**config.mk**
```make
export PLATFORM = sky130hd
export DESIGN_NAME = bus_prio_arb
export DESIGN_NICKNAME = d
export VERILOG_FILES = /design/src/rtl/bpa_pkg.sv /design/src/rtl/bpa_pick.sv /design/src/rtl/bpa_seq.sv /design/src/rtl/bpa_hold.sv /design/src/rtl/bus_prio_arb.sv
export SDC_FILE = /design/constraint.sdc
export NUM_CORES = 1
export LEC_CHECK = 0
export CORE_MARGIN = 2
export CORE_UTILIZATION = 25
export DETAILED_ROUTE_END_ITERATION = 16
export DONT_BUFFER_PORTS = 1
export GPL_TIMING_DRIVEN = 0
export PLACE_DENSITY = 0.35
export SYNTH_ARGS = -nofsm -noshare
export SYNTH_HDL_FRONTEND = slang
export SYNTH_HIERARCHICAL = 1
export SYNTH_SLANG_ARGS = --single-unit
```
**constraint.sdc**
```tcl
create_clock -name clk -period 3.1 [get_ports clk]
set_input_delay 0.93 -clock clk [delete_from_list [all_inputs] [get_ports clk]]
set_output_delay 0.93 -clock clk [all_outputs]
set_load 0.1 [all_outputs]
```
**src/rtl/bpa_pkg.sv**
```systemverilog
package bpa_pkg;

   typedef enum logic [0:0] {
      OWN_FCH = 1'b0,
      OWN_DAT = 1'b1
   } bpa_owner_e;

   typedef enum logic [0:0] {
      PH_IDLE = 1'b0,
      PH_BUSY = 1'b1
   } bpa_phase_e;

   function automatic int unsigned bpa_lanes(input int unsigned data_w);
      return data_w / 8;
   endfunction

endpackage

```
**src/rtl/bpa_pick.sv**
```systemverilog
module bpa_pick
   import bpa_pkg::*;
#(
   parameter bit DATA_FIRST = 1'b1
) (
   input  logic       idle,
   input  logic       fch_req,
   input  logic       dat_req,
   output logic       start,
   output bpa_owner_e pick
);

   logic any_req;

   assign any_req = fch_req | dat_req;
   assign start   = idle & any_req;

   generate
      if (DATA_FIRST) begin : g_data_first
         always_comb begin
            if (dat_req) pick = OWN_DAT;
            else         pick = OWN_FCH;
         end
      end else begin : g_fetch_first
         always_comb begin
            if (fch_req) pick = OWN_FCH;
            else         pick = OWN_DAT;
         end
      end
   endgenerate

endmodule

```
**src/rtl/bpa_seq.sv**
```systemverilog
module bpa_seq
   import bpa_pkg::*;
(
   input  logic       clk,
   input  logic       rst,
   input  logic       start,
   input  bpa_owner_e pick,
   input  logic       rdy,
   output logic       busy,
   output bpa_owner_e owner,
   output logic       finish,
   output logic       fch_done,
   output logic       dat_done
);

   bpa_phase_e phase_q;
   bpa_owner_e owner_q;
   logic       fch_done_q;
   logic       dat_done_q;

   always_ff @(posedge clk) begin
      if (rst) begin
         phase_q    <= PH_IDLE;
         owner_q    <= OWN_FCH;
         fch_done_q <= 1'b0;
         dat_done_q <= 1'b0;
      end else begin
         fch_done_q <= 1'b0;
         dat_done_q <= 1'b0;
         case (phase_q)
            PH_IDLE: begin
               if (start) begin
                  phase_q <= PH_BUSY;
                  owner_q <= pick;
               end
            end
            PH_BUSY: begin
               if (rdy) begin
                  phase_q    <= PH_IDLE;
                  fch_done_q <= (owner_q == OWN_FCH);
                  dat_done_q <= (owner_q == OWN_DAT);
               end
            end
            default: phase_q <= PH_IDLE;
         endcase
      end
   end

   assign busy     = (phase_q == PH_BUSY);
   assign owner    = owner_q;
   assign finish   = busy & rdy;
   assign fch_done = fch_done_q;
   assign dat_done = dat_done_q;

endmodule

```
**src/rtl/bpa_hold.sv**
```systemverilog
module bpa_hold
   import bpa_pkg::*;
#(
   parameter int unsigned ADDR_W         = 32,
   parameter int unsigned DATA_W         = 32,
   parameter bit          IDLE_ADDR_ZERO = 1'b0,
   parameter bit          LANE_MASKED    = 1'b0,
   localparam int unsigned BE_W          = DATA_W / 8
) (
   input  logic              clk,
   input  logic              rst,
   input  logic              load,
   input  bpa_owner_e        pick,
   input  logic              busy,
   input  logic              finish,
   input  logic [ADDR_W-1:0] fch_addr,
   input  logic [BE_W-1:0]   fch_be,
   input  logic              fch_wr,
   input  logic [DATA_W-1:0] fch_wdata,
   input  logic [ADDR_W-1:0] dat_addr,
   input  logic [BE_W-1:0]   dat_be,
   input  logic              dat_wr,
   input  logic [DATA_W-1:0] dat_wdata,
   input  logic [DATA_W-1:0] bus_din,
   output logic [ADDR_W-1:0] bus_addr,
   output logic [BE_W-1:0]   bus_be,
   output logic              bus_wr,
   output logic [DATA_W-1:0] bus_dout,
   output logic              bus_doe,
   output logic [DATA_W-1:0] rd_data
);

   logic [ADDR_W-1:0] sel_addr;
   logic [BE_W-1:0]   sel_be;
   logic              sel_wr;
   logic [DATA_W-1:0] sel_wdata;

   logic [ADDR_W-1:0] addr_q;
   logic [BE_W-1:0]   be_q;
   logic              wr_q;
   logic [DATA_W-1:0] wdata_q;
   logic [DATA_W-1:0] rdat_q;
   logic              rd_end;

   always_comb begin
      if (pick == OWN_DAT) begin
         sel_addr  = dat_addr;
         sel_be    = dat_be;
         sel_wr    = dat_wr;
         sel_wdata = dat_wdata;
      end else begin
         sel_addr  = fch_addr;
         sel_be    = fch_be;
         sel_wr    = fch_wr;
         sel_wdata = fch_wdata;
      end
   end

   always_ff @(posedge clk) begin
      if (rst) begin
         addr_q  <= '0;
         be_q    <= '0;
         wr_q    <= 1'b0;
         wdata_q <= '0;
      end else if (load) begin
         addr_q  <= sel_addr;
         be_q    <= sel_be;
         wr_q    <= sel_wr;
         wdata_q <= sel_wdata;
      end
   end

   assign rd_end = finish & ~wr_q;

   for (genvar ln = 0; ln < BE_W; ln++) begin : g_lane
      logic lane_take;
      if (LANE_MASKED) begin : g_masked
         assign lane_take = rd_end & be_q[ln];
      end else begin : g_full
         assign lane_take = rd_end;
      end
      always_ff @(posedge clk) begin
         if (rst)
            rdat_q[8*ln +: 8] <= '0;
         else if (lane_take)
            rdat_q[8*ln +: 8] <= bus_din[8*ln +: 8];
      end
   end

   generate
      if (IDLE_ADDR_ZERO) begin : g_addr_zero
         assign bus_addr = busy ? addr_q : '0;
      end else begin : g_addr_hold
         assign bus_addr = addr_q;
      end
   endgenerate

   assign bus_be   = busy ? be_q : '0;
   assign bus_wr   = busy & wr_q;
   assign bus_doe  = busy & wr_q;
   assign bus_dout = wdata_q;
   assign rd_data  = rdat_q;

endmodule

```
**src/rtl/bus_prio_arb.sv**
```systemverilog
module bus_prio_arb
   import bpa_pkg::*;
#(
   parameter int unsigned ADDR_W         = 32,
   parameter int unsigned DATA_W         = 32,
   parameter bit          DATA_FIRST     = 1'b1,
   parameter bit          IDLE_ADDR_ZERO = 1'b0,
   parameter bit          LANE_MASKED    = 1'b0,
   localparam int unsigned BE_W          = DATA_W / 8
) (
   input  logic              clk,
   input  logic              rst,
   input  logic              fch_req,
   input  logic [ADDR_W-1:0] fch_addr,
   input  logic [BE_W-1:0]   fch_be,
   input  logic              fch_wr,
   input  logic [DATA_W-1:0] fch_wdata,
   output logic              fch_gnt,
   output logic              fch_done,
   input  logic              dat_req,
   input  logic [ADDR_W-1:0] dat_addr,
   input  logic [BE_W-1:0]   dat_be,
   input  logic              dat_wr,
   input  logic [DATA_W-1:0] dat_wdata,
   output logic              dat_gnt,
   output logic              dat_done,
   output logic [DATA_W-1:0] rd_data,
   output logic [ADDR_W-1:0] bus_addr,
   output logic [BE_W-1:0]   bus_be,
   output logic              bus_wr,
   output logic              bus_stb,
   input  logic              bus_rdy,
   input  logic [DATA_W-1:0] bus_din,
   output logic [DATA_W-1:0] bus_dout,
   output logic              bus_doe
);

   generate
      if ((DATA_W % 8) != 0 || DATA_W < 8) begin : g_bad_data_w
         $error("bus_prio_arb: DATA_W must be a positive multiple of 8");
      end
      if (ADDR_W < 2 || ADDR_W > 64) begin : g_bad_addr_w
         $error("bus_prio_arb: ADDR_W must lie in 2..64");
      end
      if (bpa_lanes(DATA_W) != BE_W) begin : g_bad_lanes
         $error("bus_prio_arb: lane count mismatch");
      end
   endgenerate

   logic       busy;
   logic       start;
   logic       finish;
   bpa_owner_e pick;
   bpa_owner_e owner;

   bpa_pick #(
      .DATA_FIRST(DATA_FIRST)
   ) i_pick (
      .idle    (~busy),
      .fch_req (fch_req),
      .dat_req (dat_req),
      .start   (start),
      .pick    (pick)
   );

   bpa_seq i_seq (
      .clk      (clk),
      .rst      (rst),
      .start    (start),
      .pick     (pick),
      .rdy      (bus_rdy),
      .busy     (busy),
      .owner    (owner),
      .finish   (finish),
      .fch_done (fch_done),
      .dat_done (dat_done)
   );

   bpa_hold #(
      .ADDR_W         (ADDR_W),
      .DATA_W         (DATA_W),
      .IDLE_ADDR_ZERO (IDLE_ADDR_ZERO),
      .LANE_MASKED    (LANE_MASKED)
   ) i_hold (
      .clk       (clk),
      .rst       (rst),
      .load      (start),
      .pick      (pick),
      .busy      (busy),
      .finish    (finish),
      .fch_addr  (fch_addr),
      .fch_be    (fch_be),
      .fch_wr    (fch_wr),
      .fch_wdata (fch_wdata),
      .dat_addr  (dat_addr),
      .dat_be    (dat_be),
      .dat_wr    (dat_wr),
      .dat_wdata (dat_wdata),
      .bus_din   (bus_din),
      .bus_addr  (bus_addr),
      .bus_be    (bus_be),
      .bus_wr    (bus_wr),
      .bus_dout  (bus_dout),
      .bus_doe   (bus_doe),
      .rd_data   (rd_data)
   );

   assign bus_stb = busy;
   assign fch_gnt = busy & (owner == OWN_FCH);
   assign dat_gnt = busy & (owner == OWN_DAT);

endmodule

```
==> impl_results.md <==
- Max rail drop VDD: 0.241 mV
- Nets@finish: 658
- PwrDens: 806 nW/µm²
- Cell taking the most area after synthesis: dfxtp_1
- Number of synthesized register bits: 105
- Post-Layout Inst Area: 4910 µm²
- IO buf count: 0
- H-tree depth: 3
- Worst Tran Pin Value: 1030 ps
- Effective utilization at floorplan: 25.4%
- Worst EP required: 2170 ps
- Post-route ant nets: 0
- Max_cap viols: 0
- Number of global-route vias before repair: 3227
- Reg2reg start: i_seq/busy$_SDFF_PP0_
- Worst setup path class: flop to primary output
- Total core area: 17100 µm²
- Post-synth top cells: 105 x dfxtp_1, 70 x nor2_1, 69 x a211oi_1, 69 x mux2i_1, 64 x nand2_1
- Core Rows: 48
- CTS buffer count: 9
- Die Y: 136 µm
- Period Utilization, post-route: 92.5%
- IO Pins: 282
- Final worst slack: 233 ps
- FF-to-FF path depth: 5
- 1st-iter DRT viols: 93
- RSZ-0062 raised after global routing: no
- Synth Warn #: 6
- Slowest cell delay on critical path: 620 ps
- Outcome: completed
- Area contributors post-synth: dfxtp_1 48%, mux2i_1 16%, a211oi_1 12%
- Post-Route WL: 13200 µm
- Total routing usage reported by global routing: 13.5%
- Die Span X: 136 µm
- Remaining DRCs: 0
- Startpoint Class: flop
- CP bufs+invs: 1
- Reg clk slew, reported paths: 70 ps
- Final setup vio count: 0
- Post-synth EDFFs: 0
- Crit-path slowest cell: dfxtp_4
- Mapped cell area: 4340 µm²
- Fin. max-slew vios: 0
- Root buffer cell: clkbuf_16
- Area delta synth->final: 13.1%
- Arr. time, crit path: 1940 ps
- Synth top area share: 48.4%
- Post-Syn Instances: 472
- Clk_lat worst skew: 350 ps
- Post_cts resized: 2
- Reg2Reg Setup Slack: 1100 ps
- Top-count cell post-synth: dfxtp_1
- Critical path destination: bus_wr
- First-pass GRT wire length: 18700 µm
- Via density per instance: 4.69
- Async S/R FF share, synth: 0%
- Pin count of the biggest net entering global routing: 18
- Clk sinks: 105
- CTS tree: yes
- Avg Inst Size Synth: 9.20 µm²
- Hold_buf cts: 0
- R2R Path End: i_hold/bus_addr[9]$_SDFFE_PP0P_
- Maximum clock rate: 349 MHz
- Levels on crit path: 2
- N_diodes: 0
- Routed WL per cell: 18.5 µm
- Min Tclk post-route: 2870 ps
- Slew HR: 31.3%
- Ys flop type: dfxtp_1
- Crit end category: primary output
- Crit path cell chain: and2_2 > buf_4
- Synth cell types: 26
- Crit. Startpoint: i_seq/busy$_SDFF_PP0_
- Post-CTS Setup Bufs: 0
- Placed inst area: 4620 µm²
- Worst clock skew: 11.9 ps
- Sequential area share after synthesis: 48.4%
- Hpwl dp: 10000 µm
- Final Hold Violating Endpoints: 0
- Share of cells above drive strength 1: 9.22%
- CP Max Fanout: 13
- Synthesized Nets: 647
- Leakage: 0.00189 µW
- Pre-Repair DR Iteration Count: 4
- Worst Hold Class: flop to flop
- CP delay by family, top: flip-flops
- Aggregate global routing overflow: 0
- Pre-CTS setup slack: -170 ps
- Die ar.: 18400 µm²
- Initial antenna violation count: 0
- Routed via count: 3345
- Routability Congestion: 0.706
- Clk buf depth: 2
==> how the worst min path moves through the flow <==
stage / from / to / slack, ps / cells after the start
after floorplan: i_seq/owner$_SDFFE_PP0P_ / i_seq/fch_done$_SDFF_PP0_ / 440 / 1
after global placement: i_hold/be_q[2]$_SDFFE_PP0P_ / i_hold/be_q[2]$_SDFFE_PP0P_ / 470 / 2
after detailed placement: i_hold/be_q[2]$_SDFFE_PP0P_ / i_hold/be_q[2]$_SDFFE_PP0P_ / 480 / 2
after CTS: i_hold/be_q[2]$_SDFFE_PP0P_ / i_hold/be_q[2]$_SDFFE_PP0P_ / 490 / 2
after global routing: i_hold/be_q[0]$_SDFFE_PP0P_ / i_hold/be_q[0]$_SDFFE_PP0P_ / 510 / 2
final: i_hold/be_q[2]$_SDFFE_PP0P_ / i_hold/be_q[2]$_SDFFE_PP0P_ / 490 / 2
==> per-layer routing <==
metal | global-route usage, % | vias up | wire length [µm]
met5 | 0 | - | 0
met2 | 22.3 | 166 | 6350
met1 | 15.7 | 1507 | 5200
li1 | - | 1658 | -
met3 | 5.05 | 14 | 1330
met4 | 5.73 | 0 | 271
==> layout make-up <==
cell class / count / area (µm²)
sequential: 105 / 2110
clock buffer: 11 / 243
tap: 225 / 282
clock inverter: 5 / 38.8
fill: 1862 / 12200
inverter: 2 / 7.51
buffer: 43 / 230
multi-input combinational: 322 / 2000
==> layout by cell type (no fill, tap or decap), types with 2 or more instances in the layout <==
cell and n:
nand2_1 64, nor2b_1 2, dfxtp_1 104, inv_6 2, and2_2 2, clkbuf_1 21
a21oi_1 32, nand2b_1 2, mux2i_1 69, buf_4 8, and2_1 4, buf_2 12
clkbuf_16 9, a211oi_1 69, nor2_1 70
==> where the power goes <==
part	leakage [µW]	switching, µW	internal (µW)
clock network	0.000137	532	574
registers	0.000867	927	1470
logic	0.000882	289	165
total	0.00189	1750	2210
==> registers in the layout, summed over array words and instances (netlist names) <==
| signal | cells |
|---|---|
| i_hold/rd_data | 32 |
| i_hold/bus_dout | 32 |
| i_hold/be_q | 4 |
| i_seq/owner | 1 |
| i_seq/fch_done | 1 |
| i_hold/bus_addr | 32 |
| i_seq/busy | 1 |
| i_hold/wr_q | 1 |
| i_seq/dat_done | 1 |
==> cells by family after synthesis <==
family | after synthesis | share of synthesized area, %
AO/OA/AOI/OAI | 103 | 15.9
buffers and inverters | 45 | 5.48
multiplexers | 69 | 15.9
flip-flops | 105 | 48.4
AND/OR/NAND/NOR | 150 | 14.3
==> through the flow <==
step	util [%]	TNS, ps	instances	hold slack [ps]	total power (µW)
after floorplan	-	0	472	440	2760
after global placement	27.0	-271	697	473	2890
after detailed placement	27.0	-236	697	477	2900
after CTS	28.7	0	713	490	4020
after global routing	28.7	0	713	511	4140
final	28.7	0	713	487	3960
==> worst min-delay path: stages (launching register included) <==
cell and delay, ps:
dfxtp_1 310, nor2_1 80, a211oi_1 50
(Power assumes the default switching activity.)
